`config.mk`:
```
export PLATFORM = sky130hd
export DESIGN_NAME = impl_cell_array
export DESIGN_NICKNAME = d
export VERILOG_FILES = /design/src/rtl/impl_pkg.sv /design/src/rtl/impl_cell_store.sv /design/src/rtl/impl_cost_track.sv /design/src/rtl/impl_cell_array.sv
export SDC_FILE = /design/constraint.sdc
export NUM_CORES = 1
export LEC_CHECK = 0
export ABC_AREA = 1
export BUFFER_PORTS_ARGS = -buffer_cell sky130_fd_sc_hd__buf_2
export CAP_MARGIN = 5
export CORE_ASPECT_RATIO = 1.1
export CORE_MARGIN = 3
export CORE_UTILIZATION = 55
export CTS_CLUSTER_DIAMETER = 120
export DETAILED_ROUTE_END_ITERATION = 7
export PLACE_DENSITY = 0.78
export SYNTH_ARGS = -nofsm -noshare
export SYNTH_HDL_FRONTEND = slang
export SYNTH_SLANG_ARGS = --single-unit
```
`constraint.sdc`:
```
create_clock -name clk -period 6.8 [get_ports clk]
set_input_delay 1.02 -clock clk [delete_from_list [all_inputs] [get_ports clk]]
set_output_delay 1.02 -clock clk [all_outputs]
set_load 0.01 [all_outputs]
```
`src/rtl/impl_pkg.sv`:
```
package impl_pkg;
  typedef enum logic [1:0] {
    OP_NOP = 2'b00,
    OP_CLR = 2'b01,
    OP_IMP = 2'b10,
    OP_RD  = 2'b11
  } op_e;

  function automatic logic is_pulse(input op_e op);
    return (op == OP_CLR) || (op == OP_IMP);
  endfunction
endpackage

```
`src/rtl/impl_cell_store.sv`:
```
module impl_cell_store
  import impl_pkg::*;
#(
  parameter int NCELLS = 16,
  localparam int IDX_W = $clog2(NCELLS)
) (
  input  logic             clk,
  input  logic             rst,
  input  logic             accept,
  input  op_e              op,
  input  logic [IDX_W-1:0] src,
  input  logic [IDX_W-1:0] dst,
  input  logic             load_en,
  input  logic [IDX_W-1:0] load_idx,
  input  logic             load_val,
  output logic             rd_valid,
  output logic             rd_data
);
  logic [NCELLS-1:0] cells_q;
  logic [NCELLS-1:0] cells_nx;
  logic              src_bit;
  logic              dst_bit;

  assign src_bit = cells_q[src];
  assign dst_bit = cells_q[dst];

  // Next state of the array: a load has priority; a command writes only the destination.
  always_comb begin
    cells_nx = cells_q;
    if (load_en) begin
      cells_nx[load_idx] = load_val;
    end else if (accept) begin
      unique case (op)
        OP_CLR:  cells_nx[dst] = 1'b0;
        OP_IMP:  cells_nx[dst] = ~src_bit | dst_bit;
        default: cells_nx = cells_q;
      endcase
    end
  end

  always_ff @(posedge clk) begin
    if (rst) begin
      cells_q  <= '0;
      rd_valid <= 1'b0;
      rd_data  <= 1'b0;
    end else begin
      cells_q  <= cells_nx;
      rd_valid <= accept && (op == OP_RD);
      if (accept && (op == OP_RD)) begin
        rd_data <= src_bit;
      end
    end
  end
endmodule

```
`src/rtl/impl_cost_track.sv`:
```
module impl_cost_track
  import impl_pkg::*;
#(
  parameter int NCELLS    = 16,
  parameter int WORK_BASE = 8,
  parameter int CNT_W     = 16,
  localparam int IDX_W  = $clog2(NCELLS),
  localparam int AREA_W = $clog2(NCELLS + 1)
) (
  input  logic              clk,
  input  logic              rst,
  input  logic              accept,
  input  op_e               op,
  input  logic [IDX_W-1:0]  dst,
  output logic [CNT_W-1:0]  pulse_count,
  output logic [AREA_W-1:0] area_count
);
  logic [NCELLS-1:0] work_mask;
  logic [NCELLS-1:0] used_q;
  logic [NCELLS-1:0] used_nx;
  logic [AREA_W-1:0] used_cnt;
  logic              pulse_hit;

  // Constant mask of the cells that count as work cells.
  for (genvar g = 0; g < NCELLS; g++) begin : g_mask
    assign work_mask[g] = (g >= WORK_BASE);
  end

  assign pulse_hit = accept && is_pulse(op);

  always_comb begin
    used_nx = used_q;
    if (pulse_hit) begin
      used_nx[dst] = used_q[dst] | work_mask[dst];
    end
  end

  always_comb begin
    used_cnt = '0;
    for (int i = 0; i < NCELLS; i++) begin
      used_cnt = used_cnt + {{(AREA_W-1){1'b0}}, used_nx[i]};
    end
  end

  always_ff @(posedge clk) begin
    if (rst) begin
      used_q      <= '0;
      pulse_count <= '0;
      area_count  <= AREA_W'(WORK_BASE);
    end else begin
      used_q     <= used_nx;
      area_count <= AREA_W'(WORK_BASE) + used_cnt;
      if (pulse_hit) begin
        pulse_count <= pulse_count + 1'b1;
      end
    end
  end
endmodule

```
`src/rtl/impl_cell_array.sv`:
```
module impl_cell_array
  import impl_pkg::*;
#(
  parameter int NCELLS    = 16,
  parameter int WORK_BASE = 8,
  parameter int CNT_W     = 16,
  localparam int IDX_W  = $clog2(NCELLS),
  localparam int AREA_W = $clog2(NCELLS + 1)
) (
  input  logic              clk,
  input  logic              rst,
  input  logic              cmd_valid,
  output logic              cmd_ready,
  input  logic [1:0]        cmd_op,
  input  logic [IDX_W-1:0]  cmd_src,
  input  logic [IDX_W-1:0]  cmd_dst,
  input  logic              load_en,
  input  logic [IDX_W-1:0]  load_idx,
  input  logic              load_val,
  output logic              rd_valid,
  output logic              rd_data,
  output logic [CNT_W-1:0]  pulse_count,
  output logic [AREA_W-1:0] area_count
);
  logic ready_q;
  logic accept;
  op_e  op;

  always_ff @(posedge clk) begin
    if (rst) ready_q <= 1'b0;
    else     ready_q <= 1'b1;
  end

  assign cmd_ready = ready_q && !load_en;
  assign accept    = cmd_valid && cmd_ready;
  assign op        = op_e'(cmd_op);

  impl_cell_store #(.NCELLS(NCELLS)) store_i (
    .clk      (clk),
    .rst      (rst),
    .accept   (accept),
    .op       (op),
    .src      (cmd_src),
    .dst      (cmd_dst),
    .load_en  (load_en),
    .load_idx (load_idx),
    .load_val (load_val),
    .rd_valid (rd_valid),
    .rd_data  (rd_data)
  );

  impl_cost_track #(
    .NCELLS    (NCELLS),
    .WORK_BASE (WORK_BASE),
    .CNT_W     (CNT_W)
  ) cost_i (
    .clk         (clk),
    .rst         (rst),
    .accept      (accept),
    .op          (op),
    .dst         (cmd_dst),
    .pulse_count (pulse_count),
    .area_count  (area_count)
  );
endmodule

```
==> metrics.log, run 1 <==
INFO  metric seq_power_share = 0.526
INFO  metric finalCriticalPeriod = 5110 ps
INFO  metric initial_core_util = 0.590
INFO  metric worstPathArrival = 5320 ps
INFO  metric cp_max_fo = 30
INFO  metric drt-wirelength-per-cell = around 13 um
INFO  metric number_of_sinks_on_the_clock_net = 56
INFO  metric postSynthAreaPerCell = 6.44 sq um
INFO  metric comb_power_share = 0.185
INFO  metric postPlaceCellArea = 3960 sq um
INFO  metric cap_viol_max_count = 0
INFO  metric postSynth.asyncResetShare = 0
INFO  metric rsz_0062_raised_after_global_routing = false
INFO  metric yosys_register_bits = 56
INFO  metric synth_top_cell_area_share = 0.298
INFO  metric cp_num_buf_inv = 2
INFO  metric crit_path_top_delay_cell = fa_1
INFO  metric cts_made_buffers = 5
INFO  metric most_frequently_used_cell_type_in_the_post_synthesis_netlist = nand2_1
INFO  metric synth_nets = between 600 and 700
INFO  metric drt_iter0_drc = around 400
INFO  metric post_cts_buffers = 0
INFO  metric worst_skew_pair.late_latency = 310 ps
INFO  metric die_y = 92.7 um
INFO  metric layout-drive-gt1-share = 0.128
INFO  metric globalplace.congestion = 0.990
INFO  metric fin_tns_setup = 0 ps
INFO  metric hpwlAfterDp = between 6000 and 7000 um
INFO  metric detail_route.wirelength = 9110 um
INFO  metric vias_per_cell = 5.42
INFO  metric grt_start_max_net_pins = 34
INFO  metric cp_data_required_time = 7010 ps
INFO  metric fin_worst_skew = ~13 ps
INFO  metric slowest_delay = 560 ps
INFO  metric vias_in_the_first_global_route = ~3.5k
INFO  metric post_cts.resized_instances = 0
INFO  metric tritoncts_clock_tree = yes
INFO  metric max-slew-margin-rel = 0.339
INFO  metric crit_chain = buf_2 > nor2_4 > nand2_1 > nor2_4 > nand2_1 > nand2_1 > fa_1 > fa_1 > fa_1 > inv_1 > fa_1 > fa_1 > fa_1 > o21ai_0 > a21oi_1
INFO  metric synth_area_leader_cell = dfxtp_1
INFO  metric clock_power_share = 0.289
INFO  metric slew_viol_final = 0
INFO  metric clkTransAtPathRegs = around 100 ps
INFO  metric internal_power_contribution = approximately 0.45 mW
INFO  metric clock_path_buffers = 2
INFO  metric power.share.switching = 0.312
INFO  metric via_count = between 3k and 4k
INFO  metric fp.dieW = 84.9 um
INFO  metric post-route-drc-count = 0
INFO  metric htree_num_levels = 2
INFO  metric power_switching = 0.204 mW
INFO  metric most_frequent_cell_on_critical_path = fa_1
INFO  metric max_slew.worst_pin.slew = 990 ps
INFO  metric synth.yosys.warnings = 0
INFO  metric fp.coreArea = around 6400 sq um
INFO  metric critical_path_sink_type = register
INFO  metric syn-cell-area = 3760 sq um
INFO  metric status = completed
INFO  metric number_of_antenna_violations_at_the_first_check_in_global_routing = 0
INFO  metric grt_first_pass_wirelength = 15200 um
INFO  metric max_freq = a little under 200 MHz
INFO  metric layout_nets = 649
INFO  metric place.port_buffers = 42
INFO  metric final-setup-viol-count = 0
INFO  metric routed_antenna_nets = 0
INFO  metric synthToLayoutAreaGrowth = 7.58%
INFO  metric postCtsHoldBufs = 0
INFO  metric clk_root_buffer_cell = clkbuf_8
INFO  metric synth_enable_flop_cells = 0
INFO  metric vdd_drop_max = 0.000120 V
INFO  metric post_synth_num_cell_types = 35
INFO  metric timing.critical_path.from_type = input port
INFO  metric drt-pass1-iter-count = 4
INFO  metric sequential_area_share_after_synthesis = 0.298
INFO  metric post_synth_most_frequent_cells = 172 x nand2_1, 91 x inv_1, 56 x dfxtp_1
INFO  metric rows = 30
INFO  metric report.final.hold_viol_count = 0
INFO  metric main_area_contributors_after_synthesis = dfxtp_1 30%, nand2_1 17%, inv_1 9.1%, fa_1 5.9%, a21oi_1 5.6%
INFO  metric fp.dieArea = 7870 sq um
INFO  metric critPathTopFamily = adder cells
INFO  metric track_usage = 0.231
INFO  metric cellLeakagePower = 1.98 nW
INFO  metric grt_remaining_overflow = 0
INFO  metric hp-class = register to register
INFO  metric post_synthesis_instance_total = around 600
INFO  metric i_o_pins = 43
INFO  metric finalCritPeriodShare = 0.751
INFO  metric antenna_diode_count = 0
INFO  metric finalInstanceArea = 4050 sq um
INFO  metric timing.setup.critical_path_class = input port to register
INFO  metric power_per_cell_area = 162 nW/um^2
INFO  metric ys.flop_type = dfxtp_1
## area by class of cell
cell class              count  area [sq um]
clock buffers               6          72.6
clock inverters             2          13.8
fillers                   618          2330
inverters                 100           375
multi-input cells         404          2150
flip-flops and latches     56          1120
well taps                  80           100
repair buffers             43           218
## sequential cells by signal, indices dropped and copies added, names as in the netlist
register            cells
ready_q                 1
cost_i.used_q          16
cost_i.pulse_count     16
store_i.rd_valid        1
store_i.cells_q        16
cost_i.area_count       5
store_i.rd_data         1
## final timing paths
kind,cells past startpoint,endpoint,slack [ps],startpoint
max,15,cost_i.area_count[2]$_SDFF_PP0_,1690,load_en
min,2,cost_i.used_q[0]$_SDFF_PP0_,440,cost_i.used_q[0]$_SDFF_PP0_
max reg2reg,15,cost_i.area_count[2]$_SDFF_PP0_,2410,ready_q$_DFF_P_
min reg2reg,2,cost_i.used_q[0]$_SDFF_PP0_,440,cost_i.used_q[0]$_SDFF_PP0_
## metal layers
layer | GRT usage | routed length [um]
met1 | 0.294 | 4070
met2 | 0.405 | 4390
met3 | 0.0320 | 496
met4 | 0.0712 | 150
met5 | 0 | 0
## worst min-delay path, stage by stage (launching register included)
cell and delay [ps]:
dfxtp_1 320, inv_1 50, nor2_1 30
## cell usage in the layout (no fill, tap or decap), types with 8 or more instances in the layout
master	count
nand2_1	172
inv_1	91
dfxtp_1	56
nor2_1	54
a21oi_1	42
buf_2	42
o21ai_0	21
nand3_1	17
o31ai_1	16
fa_1	11
inv_2	9
ha_1	9
nor3_1	8
## through the flow
step | std cells | worst slack [ps] | power [mW] | util | hold slack (ps)
5_1_grt | 691 | 1440 | 0.681 | 0.634 | 474
2_1_floorplan | 584 | 1730 | 0.439 | - | 402
3_3_place_gp | 683 | 1540 | 0.467 | 0.621 | 416
6_report | 691 | 1690 | 0.654 | 0.634 | 436
4_1_cts | 691 | 1700 | 0.655 | 0.634 | 434
3_5_place_dp | 683 | 1370 | 0.470 | 0.621 | 421
## power groups by stage
| stage | registers [mW] | clock network [mW] | logic (mW) |
|---|---|---|---|
| after CTS | 0.344 | 0.193 | 0.119 |
| after global placement | 0.351 | 0 | 0.116 |
| after global routing | 0.345 | 0.202 | 0.135 |
| after detailed placement | 0.351 | 0 | 0.119 |
| final | 0.344 | 0.189 | 0.121 |
| after floorplan | 0.350 | 0 | 0.0893 |
## logic make-up (layout without fill, tap and decap cells)
family / after synthesis / after routing / share of synthesized area
and+or+nand+nor: 282 / 282 / 0.320
buffers and inverters: 124 / 151 / 0.131
AOI/OAI and AO/OA: 102 / 102 / 0.163
DFF: 56 / 56 / 0.298
adders and majority gates: 20 / 20 / 0.0885
No activity file was read; power rests on OpenSTA's default activity.
==> run 2: changes to the inputs <==
- clock period: 6.8 -> 4.9 ns (I/O delays scaled with it)
==> metrics.log, run 2 (same netlist as run 1, synthesis figures left out) <==
INFO  metric postCtsHoldBufs = 0 (unchanged)
INFO  metric most_frequent_cell_on_critical_path = fa_1 (unchanged)
INFO  metric crit_chain = buf_2 > inv_2 > nor2_1 > inv_2 > nor2_1 > nand2_1 > nand2_1 > fa_1 > fa_1 > fa_1 > inv_1 > fa_1 > fa_1 > fa_1 > o21ai_0 > a21oi_1 (was buf_2 > nor2_4 > nand2_1 > nor2_4 > nand2_1 > nand2_1 > fa_1 > fa_1 > fa_1 > inv_1 > fa_1 > fa_1 > fa_1 > o21ai_0 > a21oi_1)
INFO  metric r2r_slack = 770 ps (was 2410 ps)
INFO  metric worst_skew_pair.late_latency = 320 ps (was 310 ps)
INFO  metric i_o_pins = 43 (unchanged)
INFO  metric rsz_0062_raised_after_global_routing = false (unchanged)
INFO  metric n_fill_cell = 594 (was 618)
INFO  metric track_usage = 0.251 (was 0.231)
INFO  metric timing.critical_path.from_type = input port (unchanged)
INFO  metric max-slew-margin-rel = 0.343 (was 0.339)
INFO  metric hp-class = register to register (unchanged)
INFO  metric tritoncts_clock_tree = yes (unchanged)
INFO  metric fin_tns_setup = 0 ps (unchanged)
INFO  metric utilization = 0.640 (was 0.634)
INFO  metric cellLeakagePower = 2.00 nW (was 1.98 nW)
INFO  metric max_freq = 222 MHz
INFO  metric drt-wirelength-per-cell = 13.7 um (was 13.2 um)
INFO  metric power_switching = 0.284 mW (was 0.204 mW)
INFO  metric cp_data_required_time = 5110 ps (was 7010 ps)
INFO  metric clkTransAtPathRegs = 100 ps (about the same)
INFO  metric seq_power_share = 0.524 (was 0.526)
INFO  metric final_common_cell = nand2_1 (unchanged)
INFO  metric final-setup-viol-count = 0 (unchanged)
INFO  metric initial_core_util = 0.590 (unchanged)
INFO  metric synthToLayoutAreaGrowth = 8.58% (was 7.58%)
INFO  metric max_slew.worst_pin.slew = 984 ps (was 990 ps)
INFO  metric globalplace.congestion = 1.06 (was 0.990)
INFO  metric routed_antenna_nets = 0 (unchanged)
INFO  metric sequential_cell_area = 1120 sq um (unchanged)
INFO  metric slew_viol_final = 0 (unchanged)
INFO  metric crit_path_top_delay_cell = fa_1 (unchanged)
INFO  metric rows = 30 (unchanged)
INFO  metric largest_registers = cost_i.pulse_count x16, cost_i.used_q x16, store_i.cells_q x16 (unchanged)
INFO  metric status = completed (unchanged)
INFO  metric final_critical_path_setup_slack = 395 ps (was 1690 ps)
INFO  metric critical_path_sink_type = register (unchanged)
INFO  metric vias_in_the_first_global_route = 3604 (was 3490)
INFO  metric cap_viol_max_count = 0 (unchanged)
INFO  metric fp.dieArea = 7870 sq um (unchanged)
INFO  metric die_y = 92.7 um (unchanged)
INFO  metric power.share.switching = 0.312 (about the same)
INFO  metric drt_iter0_drc = 360 (was 412)
INFO  metric vias_per_cell = 5.39 (was 5.42)
INFO  metric cts_made_buffers = 5 (unchanged)
INFO  metric finalCriticalPeriod = roughly 4500 ps
INFO  metric timing.setup.critical_path_class = input port to register (unchanged)
INFO  metric layout-drive-gt1-share = 0.135 (was 0.128)
INFO  metric multiInputGateArea = 2150 sq um (unchanged)
INFO  metric cp_max_fo = 8 (was 30)
INFO  metric via_count = 3751 (was 3743)
INFO  metric worst_r2r_path_depth = 15 (unchanged)
INFO  metric critical_path.endpoint = cost_i.area_count[2]$_SDFF_PP0_ (unchanged)
INFO  metric clock_power_share = 0.287 (was 0.289)
INFO  metric layoutNonFillerInstCount = 696 (was 691)
INFO  metric fin_worst_skew = 9.54 ps (was 12.8 ps)
INFO  metric post_cts_buffers = 0 (unchanged)
INFO  metric grt_remaining_overflow = 0 (unchanged)
INFO  metric detail_route.wirelength = 9540 um (was 9110 um)
INFO  metric number_of_sinks_on_the_clock_net = 56 (unchanged)
INFO  metric preCtsSetupSlack = 109 ps (was 1370 ps)
INFO  metric drt-pass1-iter-count = 7 (was 4)
INFO  metric clock_path_buffers = 2 (unchanged)
INFO  metric grt_first_pass_wirelength = 16200 um (was 15200 um)
INFO  metric internal_power_contribution = 0.626 mW (was 0.450 mW)
INFO  metric post-route-drc-count = 0 (unchanged)
INFO  metric finalCritPeriodShare = 0.919
INFO  metric post_cts.resized_instances = 0 (unchanged)
INFO  metric worstReg2RegEnd = cost_i.area_count[2]$_SDFF_PP0_ (unchanged)
INFO  metric fp.dieW = 84.9 um (unchanged)
INFO  metric slowest_delay = 540 ps (was 560 ps)
INFO  metric finalInstanceArea = 4090 sq um (was 4050 sq um)
INFO  metric report.final.hold_viol_count = 0 (unchanged)
INFO  metric antenna_diode_count = 0 (unchanged)
INFO  metric grt_start_max_net_pins = 34 (unchanged)
INFO  metric vdd_drop_max = 0.000195 V (was 0.000120 V)
INFO  metric comb_power_share = 0.189 (was 0.185)
INFO  metric hpwlAfterDp = 7050 um (was 6790 um)
INFO  metric mostFrequentLayoutCells = 172 x nand2_1, 91 x inv_1, 56 x dfxtp_1 (unchanged)
INFO  metric power_per_cell_area = 223 nW/um^2 (was 162 nW/um^2)
INFO  metric critical_path.reg2reg.startpoint = ready_q$_DFF_P_ (unchanged)
INFO  metric timing.critical_path.from = cmd_dst[1] (was load_en)
INFO  metric place.port_buffers = 42 (unchanged)
INFO  metric postPlaceCellArea = 4000 sq um (was 3960 sq um)
INFO  metric fp.coreArea = 6380 sq um (unchanged)
INFO  metric htree_num_levels = 2 (unchanged)
INFO  metric placed_cells = 688 (was 683)
INFO  metric worstPathArrival = 4710 ps (was 5320 ps)
INFO  metric layout_nets = 654 (was 649)
INFO  metric clk_root_buffer_cell = clkbuf_8 (unchanged)
INFO  metric number_of_antenna_violations_at_the_first_check_in_global_routing = 0 (unchanged)
## run 2: worst min-delay path by stage
stage                                      startpoint                          end  slack [ps]  cells past startpoint
after detailed placement  cost_i.used_q[0]$_SDFF_PP0_  cost_i.used_q[0]$_SDFF_PP0_         420                      2
final                     cost_i.used_q[0]$_SDFF_PP0_  cost_i.used_q[0]$_SDFF_PP0_         430                      2
after global placement    cost_i.used_q[1]$_SDFF_PP0_  cost_i.used_q[1]$_SDFF_PP0_         420                      2
after floorplan           cost_i.used_q[0]$_SDFF_PP0_  cost_i.used_q[0]$_SDFF_PP0_         400                      2
after global routing      cost_i.used_q[1]$_SDFF_PP0_  cost_i.used_q[1]$_SDFF_PP0_         470                      2
after CTS                 cost_i.used_q[0]$_SDFF_PP0_  cost_i.used_q[0]$_SDFF_PP0_         440                      2
## run 2: layout make-up
| type | instances | share of cell area |
|---|---|---|
| Multi-Input combinational cell | 404 | 0.526 |
| Sequential cell | 56 | 0.274 |
| Clock buffer | 6 | 0.0178 |
| Inverter | 100 | 0.0919 |
| Tap cell | 80 | 0.0245 |
| Timing Repair Buffer | 48 | 0.0625 |
| Clock inverter | 2 | 0.00337 |
## run 2: through the flow
| stage | hold WS (ps) | power, mW |
|---|---|---|
| floorplan | 402 | 0.609 |
| global placement | 416 | 0.651 |
| detailed placement | 419 | 0.655 |
| CTS | 436 | 0.916 |
| global route | 467 | 0.960 |
| finish | 434 | 0.910 |
## run 2: worst max-delay path: cells and delay by family
| kind | cells | cell delay (ps) |
|---|---|---|
| compound gates | 2 | 240 |
| fa+ha+maj | 6 | 2820 |
| buf+inv | 4 | 370 |
| simple gates | 4 | 540 |
## run 2: routing by layer
metal	GRT usage	up-vias	wire length (um)
li1	-	1888	-
met1	0.313	1686	4060
met2	0.439	151	4580
met3	0.0400	26	685
met4	0.0844	0	209
met5	0	-	0
## run 2: power groups by stage
| stage | Clock (mW) | Combinational [mW] | Sequential, mW |
|---|---|---|---|
| final | 0.261 | 0.172 | 0.477 |
| after CTS | 0.271 | 0.168 | 0.477 |
| after global routing | 0.288 | 0.193 | 0.479 |
| after detailed placement | 0 | 0.168 | 0.487 |
| after global placement | 0 | 0.164 | 0.487 |
| after floorplan | 0 | 0.124 | 0.485 |
